<file path="src/rtl/gic_pkg.sv">
package gic_pkg;

  typedef enum logic [2:0] {
    RSEL_STATUS = 3'd0,
    RSEL_ENABLE = 3'd1,
    RSEL_MODE   = 3'd2,
    RSEL_POL    = 3'd3,
    RSEL_HOLD   = 3'd4
  } reg_sel_e;

  // Qualified detection for one pin: level or edge, chosen polarity.
  function automatic logic pin_detect(input logic cur, input logic prv,
                                      input logic edge_mode, input logic act_high);
    logic lvl;
    logic edg;
    lvl = act_high ? cur : ~cur;
    edg = act_high ? (cur & ~prv) : (~cur & prv);
    return edge_mode ? edg : lvl;
  endfunction

  // Next status of one pin: held requests survive unless cleared, set wins.
  function automatic logic status_next(input logic cur_st, input logic det,
                                       input logic hold, input logic clr);
    return hold ? (det | (cur_st & ~clr)) : det;
  endfunction

endpackage

</file>
<file path="src/rtl/gic_sync.sv">
module gic_sync #(
  parameter int W      = 32,
  parameter int STAGES = 2
) (
  input  logic         clk,
  input  logic         rst_n,
  input  logic [W-1:0] d_in,
  output logic [W-1:0] d_out
);
  logic [STAGES-1:0][W-1:0] chain_q;

  always_ff @(posedge clk) begin
    if (!rst_n) begin
      chain_q <= '0;
    end else begin
      chain_q[0] <= d_in;
      for (int s = 1; s < STAGES; s++) chain_q[s] <= chain_q[s-1];
    end
  end

  assign d_out = chain_q[STAGES-1];
endmodule

</file>
<file path="src/rtl/gic_bank.sv">
module gic_bank
  import gic_pkg::*;
#(
  parameter int W = 16
) (
  input  logic         clk,
  input  logic         rst_n,
  input  logic [W-1:0] pin_sync,   // offset order: index i is pin offset i
  input  logic [W-1:0] mode_q,     // register bit order from here on
  input  logic [W-1:0] pol_q,
  input  logic [W-1:0] hold_q,
  input  logic [W-1:0] clr_mask,
  output logic [W-1:0] status_q,
  output logic [W-1:0] detect_w
);
  logic [W-1:0] prev_q;
  logic [W-1:0] pin_bits;   // synchronized pins in register bit order
  logic [W-1:0] status_d;

  always_comb begin
    for (int i = 0; i < W; i++) pin_bits[W-1-i] = pin_sync[i];
  end

  always_comb begin
    for (int b = 0; b < W; b++) begin
      detect_w[b] = pin_detect(pin_bits[b], prev_q[b], mode_q[b], pol_q[b]);
      status_d[b] = status_next(status_q[b], detect_w[b], hold_q[b], clr_mask[b]);
    end
  end

  always_ff @(posedge clk) begin
    if (!rst_n) begin
      prev_q   <= '0;
      status_q <= '0;
    end else begin
      prev_q   <= pin_bits;
      status_q <= status_d;
    end
  end

  // a held, uncleared request survives the edge
  a_r5_hold_keeps: assert property (@(posedge clk) disable iff (!rst_n)
    1'b1 |=> ((status_q & $past(status_q & hold_q & ~clr_mask)) ==
              $past(status_q & hold_q & ~clr_mask)));

  // a cleared held bit with no new detection drops
  a_r6_clear_drops: assert property (@(posedge clk) disable iff (!rst_n)
    1'b1 |=> ((status_q & $past(clr_mask & hold_q & ~detect_w)) == '0));

  // any detection is pending next cycle, clear or not
  a_r8_set_wins: assert property (@(posedge clk) disable iff (!rst_n)
    (detect_w != '0) |=> ((status_q & $past(detect_w)) == $past(detect_w)));

  // pass-through bits mirror the previous cycle's detection
  a_r7_through_mirrors: assert property (@(posedge clk) disable iff (!rst_n)
    1'b1 |=> ((status_q & ~$past(hold_q)) == ($past(detect_w) & ~$past(hold_q))));

  // an edge-mode detection needs a change in the synchronized input
  a_r4_edge_needs_change: assert property (@(posedge clk) disable iff (!rst_n)
    ((detect_w & mode_q & ~(pin_bits ^ prev_q)) == '0));
endmodule

</file>
<file path="src/rtl/gpio_irq_capture.sv">
module gpio_irq_capture
  import gic_pkg::*;
#(
  parameter int NUM_BANKS   = 2,
  parameter int BANK_W      = 16,
  parameter int SYNC_STAGES = 2,
  localparam int NUM_PINS   = NUM_BANKS * BANK_W,
  localparam int BANK_BITS  = (NUM_BANKS > 1) ? $clog2(NUM_BANKS) : 1,
  localparam int ADDR_W     = BANK_BITS + 3
) (
  input  logic                clk,
  input  logic                rst_n,
  input  logic [NUM_PINS-1:0] pin_in,
  input  logic                reg_we,
  input  logic [ADDR_W-1:0]   reg_addr,
  input  logic [BANK_W-1:0]   reg_wdata,
  output logic [BANK_W-1:0]   reg_rdata,
  output logic                irq_out
);
  logic [NUM_PINS-1:0]                pin_sync;
  logic [NUM_BANKS-1:0][BANK_W-1:0]   en_q, mode_q, pol_q, hold_q;
  logic [NUM_BANKS-1:0][BANK_W-1:0]   status_w, detect_w, clr_w, masked_w;
  logic [NUM_BANKS-1:0]               wr_bank;
  logic [BANK_BITS-1:0]               acc_bank;
  logic [2:0]                         acc_sel;
  logic                               bank_ok;
  logic                               irq_d;
  logic                               irq_q;

  assign acc_bank = reg_addr[ADDR_W-1:3];
  assign acc_sel  = reg_addr[2:0];
  assign bank_ok  = (int'(acc_bank) < NUM_BANKS);

  gic_sync #(.W(NUM_PINS), .STAGES(SYNC_STAGES)) sync_i (
    .clk   (clk),
    .rst_n (rst_n),
    .d_in  (pin_in),
    .d_out (pin_sync)
  );

  for (genvar k = 0; k < NUM_BANKS; k++) begin : g_bank
    assign wr_bank[k]  = reg_we && bank_ok && (acc_bank == BANK_BITS'(k));
    assign clr_w[k]    = (wr_bank[k] && acc_sel == RSEL_STATUS) ? reg_wdata : '0;
    assign masked_w[k] = status_w[k] & en_q[k];

    always_ff @(posedge clk) begin
      if (!rst_n) begin
        en_q[k]   <= '0;
        mode_q[k] <= '0;
        pol_q[k]  <= '0;
        hold_q[k] <= '0;
      end else if (wr_bank[k]) begin
        case (acc_sel)
          RSEL_ENABLE: en_q[k]   <= reg_wdata;
          RSEL_MODE:   mode_q[k] <= reg_wdata;
          RSEL_POL:    pol_q[k]  <= reg_wdata;
          RSEL_HOLD:   hold_q[k] <= reg_wdata;
          default: ;
        endcase
      end
    end

    gic_bank #(.W(BANK_W)) bank_i (
      .clk      (clk),
      .rst_n    (rst_n),
      .pin_sync (pin_sync[k*BANK_W +: BANK_W]),
      .mode_q   (mode_q[k]),
      .pol_q    (pol_q[k]),
      .hold_q   (hold_q[k]),
      .clr_mask (clr_w[k]),
      .status_q (status_w[k]),
      .detect_w (detect_w[k])
    );
  end

  always_comb begin
    reg_rdata = '0;
    for (int k = 0; k < NUM_BANKS; k++) begin
      if (bank_ok && acc_bank == BANK_BITS'(k)) begin
        case (acc_sel)
          RSEL_STATUS: reg_rdata = status_w[k];
          RSEL_ENABLE: reg_rdata = en_q[k];
          RSEL_MODE:   reg_rdata = mode_q[k];
          RSEL_POL:    reg_rdata = pol_q[k];
          RSEL_HOLD:   reg_rdata = hold_q[k];
          default:     reg_rdata = '0;
        endcase
      end
    end
  end

  assign irq_d = |masked_w;

  always_ff @(posedge clk) begin
    if (!rst_n) irq_q <= 1'b0;
    else        irq_q <= irq_d;
  end

  assign irq_out = irq_q;

  // output is last cycle's pending-and-enabled summary
  a_r10_irq_registered: assert property (@(posedge clk) disable iff (!rst_n)
    1'b1 |=> (irq_out == $past(|(status_w & en_q))));

  // writes to unused selects leave all control state alone
  a_r11_unmapped_ignored: assert property (@(posedge clk) disable iff (!rst_n)
    (reg_we && acc_sel > 3'd4) |=> ($stable(en_q) && $stable(mode_q) &&
                                    $stable(pol_q) && $stable(hold_q)));

  // enables never alter status on their own
  a_r9_status_unmasked: assert property (@(posedge clk) disable iff (!rst_n)
    (!reg_we && $stable(pin_sync)) |=> ($past(status_w & hold_q) & ~status_w) == '0);
endmodule

</file>
<file path="config.mk">
export PLATFORM = sky130hd
export DESIGN_NAME = gpio_irq_capture
export DESIGN_NICKNAME = d
export VERILOG_FILES = /design/src/rtl/gic_pkg.sv /design/src/rtl/gic_sync.sv /design/src/rtl/gic_bank.sv /design/src/rtl/gpio_irq_capture.sv
export SDC_FILE = /design/constraint.sdc
export NUM_CORES = 1
export LEC_CHECK = 0
export BUFFER_PORTS_ARGS = -buffer_cell sky130_fd_sc_hd__clkbuf_2
export CORE_MARGIN = 2
export CORE_UTILIZATION = 30
export CTS_BUF_LIST = sky130_fd_sc_hd__clkbuf_4 sky130_fd_sc_hd__clkbuf_8
export DETAILED_ROUTE_END_ITERATION = 10
export PLACE_DENSITY_LB_ADDON = 0.25
export SYNTH_ARGS = -nofsm -noshare
export SYNTH_HDL_FRONTEND = slang
export SYNTH_SLANG_ARGS = --single-unit
</file>
<file path="constraint.sdc">
create_clock -name clk -period 2.79 [get_ports clk]
set_input_delay 0.558 -clock clk [delete_from_list [all_inputs] [get_ports clk]]
set_output_delay 0.558 -clock clk [all_outputs]
set_load 0.005 [all_outputs]
</file>
==> results.txt <==
----------------------------------------------------
[Synth]
  Area share of and/or/nand/nor cells after synthesis ... 22.59%
  Yosys warns ... 0
  Fraction of synthesis flops using an asynchronous set or reset pin ... 0%
  Area contributors post-synth ... sky130_fd_sc_hd__dfxtp_1 (47%), sky130_fd_sc_hd__nand2_1 (9.0%), sky130_fd_sc_hd__and2_1 (5.7%)
  Cell taking the most area after synthesis ... sky130_fd_sc_hd__dfxtp_1
  Synthesized area per cell ... 8.984 um^2
  Count of flip-flops with a built-in enable after synthesis ... 0
  Number of distinct library cell variants in the gate-level netlist after synthesis ... roughly 50
  Compound-Gate Fraction of Synth Area ... 18.75%
  Register bit total from synthesis ... 257
  Area share of the leading cell type in the synthesized netlist ... 47.10%
  Register area share after synthesis ... 47.10%
  Most frequent cells after synthesis ... sky130_fd_sc_hd__nand2_1 (262), sky130_fd_sc_hd__dfxtp_1 (257), sky130_fd_sc_hd__and2_1 (99)
  Most used DFF post-synth ... sky130_fd_sc_hd__dfxtp_1
  Main combinational cell family by area after synthesis ... simple AND/OR/NAND/NOR gates
  Number of standard cells after synthesis ... ~1200
  Adder-cell area share of the yosys netlist ... 0%
  Multiplexer share of the synthesized area ... between 7 and 8%
  Post-synth net total ... about 1300
  Most common cell in the netlist ... sky130_fd_sc_hd__nand2_1
  Mapped cell area ... ~11000 um^2
  Post-synthesis share of cell area spent on xor and xnor gates ... 0%

[Placement]
  Cell area after placement ... 11920 um^2
  Routability congestion estimate from global placement ... a little over 0.9
  Dpl ws ... around 6.3 ps
  HPWL reported at the end of detailed placement ... between 20 and 25 mm
  Placed cells ... ~1700
  PortBufs ... a little over 70

[Finish]
  Post-route core utilization ... a little over a third
  Summed area of non-filler cells in the final layout ... approximately 13000 um^2
  Synthesis-to-layout area growth ... 17.36%
  Final net count ... about 1300
  Number of fill cells in the layout ... roughly 3700
  Share of post-route cells with drive strength above 1 ... approximately 18%
  Number of standard cells in the layout, taps in and fillers out ... 1785
  Final antenna diode count ... 0

[STA]
  Time the worst path needs with I/O delays and setup ... ~2800 ps
  Unrepaired setup endpoints after global routing ... false
  Number of failing setup endpoints in the final timing report ... 0
  Final period util ... between 90% and 100%
  Maximum achievable frequency ... 361.6 MHz
  Final worst-path setup slack ... around 25 ps
  Least-Margin Pin Slew ... 724.5 ps
  Final clock skew ... 12.39 ps
  Final hold violations ... 0
  Slew Viols, Final ... 0
  Slew headroom ... around half
  Final total negative setup slack ... 0 ps

[Drt]
  Total Wirelength ... 33.54 mm
  Routed Antenna Nets ... 0
  DRC ... 0
  Initial detailed-routing violation count ... between 600 and 700
  First-pass detailed-route iteration total ... 5
  Via density per instance ... a little over 5
  Via count ... roughly 9000
  Detail-routed net length per standard cell ... between 15 and 20 um

[Floorplanning]
  Full die area ... roughly 38000 um^2
  Horizontal die dimension ... between 150 and 200 um
  Num ports ... between 70 and 80
  Standard cell core area ... 35740 um^2
  Vert. Die Dim ... slightly below 200 um
  Placement row count ... between 60 and 70
  Starting density of the core ... around 30%

[Pwr]
  VDD IR-drop max ... around 300 uV
  Cell area power density ... about 620 nW/um^2
  Pleak ... approximately 4.7 nW

[GRT]
  Sum of overflow across all layers after global routing ... 0
  Maximum number of pins on one net before global-route repair ... 85
  Wire length of the first global-routing pass ... 52.36 mm
  Combined global-route utilization of all metal layers ... between 10% and 20%
  Via count of the first global-routing pass ... just over 9000
  Antenna violations before repair ... 0

[Worst setup path]
  Depth of the worst register-to-register path ... 3
  Crit path max fanout ... 15
  R2R Setup Slk ... 1200 ps
  Reg2reg start ... g_bank[1].bank_i.status_q[9]
  Kind of end point of the critical path ... output pin
  Crit path kind ... in2out
  Nature of the critical path startpoint ... input port
  Data arrival time of the critical path ... 2210 ps
  Worst endpoint required time ... 2230 ps
  Reg-to-reg endpoint ... irq_out

[CTS]
  Worst skew pair latency ... about 570 ps
  TritonCTS sink count ... about 260
  Count of H-tree levels built during CTS ... 2
  Clock-pin slew on the worst setup and hold paths ... roughly 60 ps
  Buffers from clock root to sink, at most ... 3
  Num CTS Buffers ... between 40 and 50
  Buffer count from post-CTS setup fixing ... 0
  Clock tree from TritonCTS ... yes
  Root Buffer ... sky130_fd_sc_hd__clkbuf_8

[Min path]
  Hold path startpoint ... pin_in[23]
  Worst min path class ... in2reg
  Min-Delay Endpoint ... sync_i.chain_q[23]
  Worst hold path cell count ... 2

[Run status]
  Run status ... finished, final reports clean

[Run]
  Maximum capacitance violations ... 0

----------------------------------------------------
-- logic make-up (layout without fill, tap and decap cells) --
family / after synthesis / in the layout
mux: 60 / 60
flops: 257 / 257
compound gates: 294 / 294
simple gates: 505 / 505
buf+inv: 100 / 208
-- worst max-delay path, stage by stage --
cell and delay [ps]:
sky130_fd_sc_hd__buf_2 320, sky130_fd_sc_hd__buf_12 210, sky130_fd_sc_hd__mux2_2 340, sky130_fd_sc_hd__a221oi_1 450
sky130_fd_sc_hd__a21oi_1 180, sky130_fd_sc_hd__clkbuf_2 140
-- worst max-delay path by stage --
stage / startpoint / to / slack, ps
final: reg_addr[1] / reg_rdata[0] / 20
after global routing: g_bank[0].bank_i.status_q[11] / reg_rdata[11] / 20
after CTS: reg_addr[1] / reg_rdata[0] / 70
after detailed placement: reg_addr[1] / reg_rdata[11] / 6
after global placement: reg_addr[0] / reg_rdata[11] / 20
after floorplan: reg_addr[0] / reg_rdata[0] / 510
-- per-layer routing --
metal / part of all wire (%) / routed length [um] / GRT usage, %
met3: 5.2 / 1746 / 3.106
met5: 0 / 0 / 0
met1: 46 / 15430 / 23.36
met2: 46 / 15480 / 29.62
met4: 2.6 / 888 / 6.192
-- power by group --
part	switching (mW)	leakage, nW	total, mW	internal, mW
sequential	0.0943	2.10	3.88	3.79
clock	1.52	0.478	3.46	1.94
combinational	0.324	2.12	0.583	0.259
total	1.94	4.70	7.92	5.99
-- through the flow --
step           hold WS, ps  power [mW]
6_report             191.3       7.925
3_3_place_gp         413.6       4.537
5_1_grt              166.6       8.267
4_1_cts              151.3       8.039
3_5_place_dp         418.1       4.541
2_1_floorplan        405.7       4.286
-- cell type report --
| cell class | count | area [um^2] | area share (%) |
|---|---|---|---|
| multi-input cells | 859 | 5334 | 41.60 |
| flip-flops and latches | 257 | 5145 | 40.13 |
| clock buffers | 69 | 855.8 | 6.675 |
| repair buffers | 122 | 832.0 | 6.490 |
| well taps | 461 | 576.8 | 4.499 |
| inverters | 11 | 41.29 | 0.3220 |
| clock inverters | 6 | 36.28 | 0.2830 |
-- flip-flops by register name (all words and copies together), names as in the netlist --
register	count
en_q	32
irq_out	1
mode_q	32
g_bank.bank_i.prev_q	32
hold_q	32
pol_q	32
g_bank.bank_i.status_q	32
sync_i.d_out	32
sync_i.chain_q	32
-- timing repair --
| action | in CTS | in global routing |
|---|---|---|
| setup endpoints to repair | 1 | 1 |
| hold buffers | 0 | 0 |
| gates resized for setup | 1 | 1 |
| gates cloned | 0 | 0 |
-- layout by cell type, fill, tap and decap left out, types with 28 or more instances in the layout --
master	count
sky130_fd_sc_hd__nand2_1	262
sky130_fd_sc_hd__dfxtp_1	257
sky130_fd_sc_hd__and2_1	99
sky130_fd_sc_hd__a21oi_1	73
sky130_fd_sc_hd__clkbuf_2	69
sky130_fd_sc_hd__a21boi_1	68
sky130_fd_sc_hd__nor2b_1	65
sky130_fd_sc_hd__clkbuf_8	54
sky130_fd_sc_hd__buf_4	44
sky130_fd_sc_hd__mux2i_1	35
sky130_fd_sc_hd__nor3_1	34
sky130_fd_sc_hd__a22oi_1	33
sky130_fd_sc_hd__o31a_1	32
sky130_fd_sc_hd__a21boi_0	28
(Power assumes the default switching activity.)
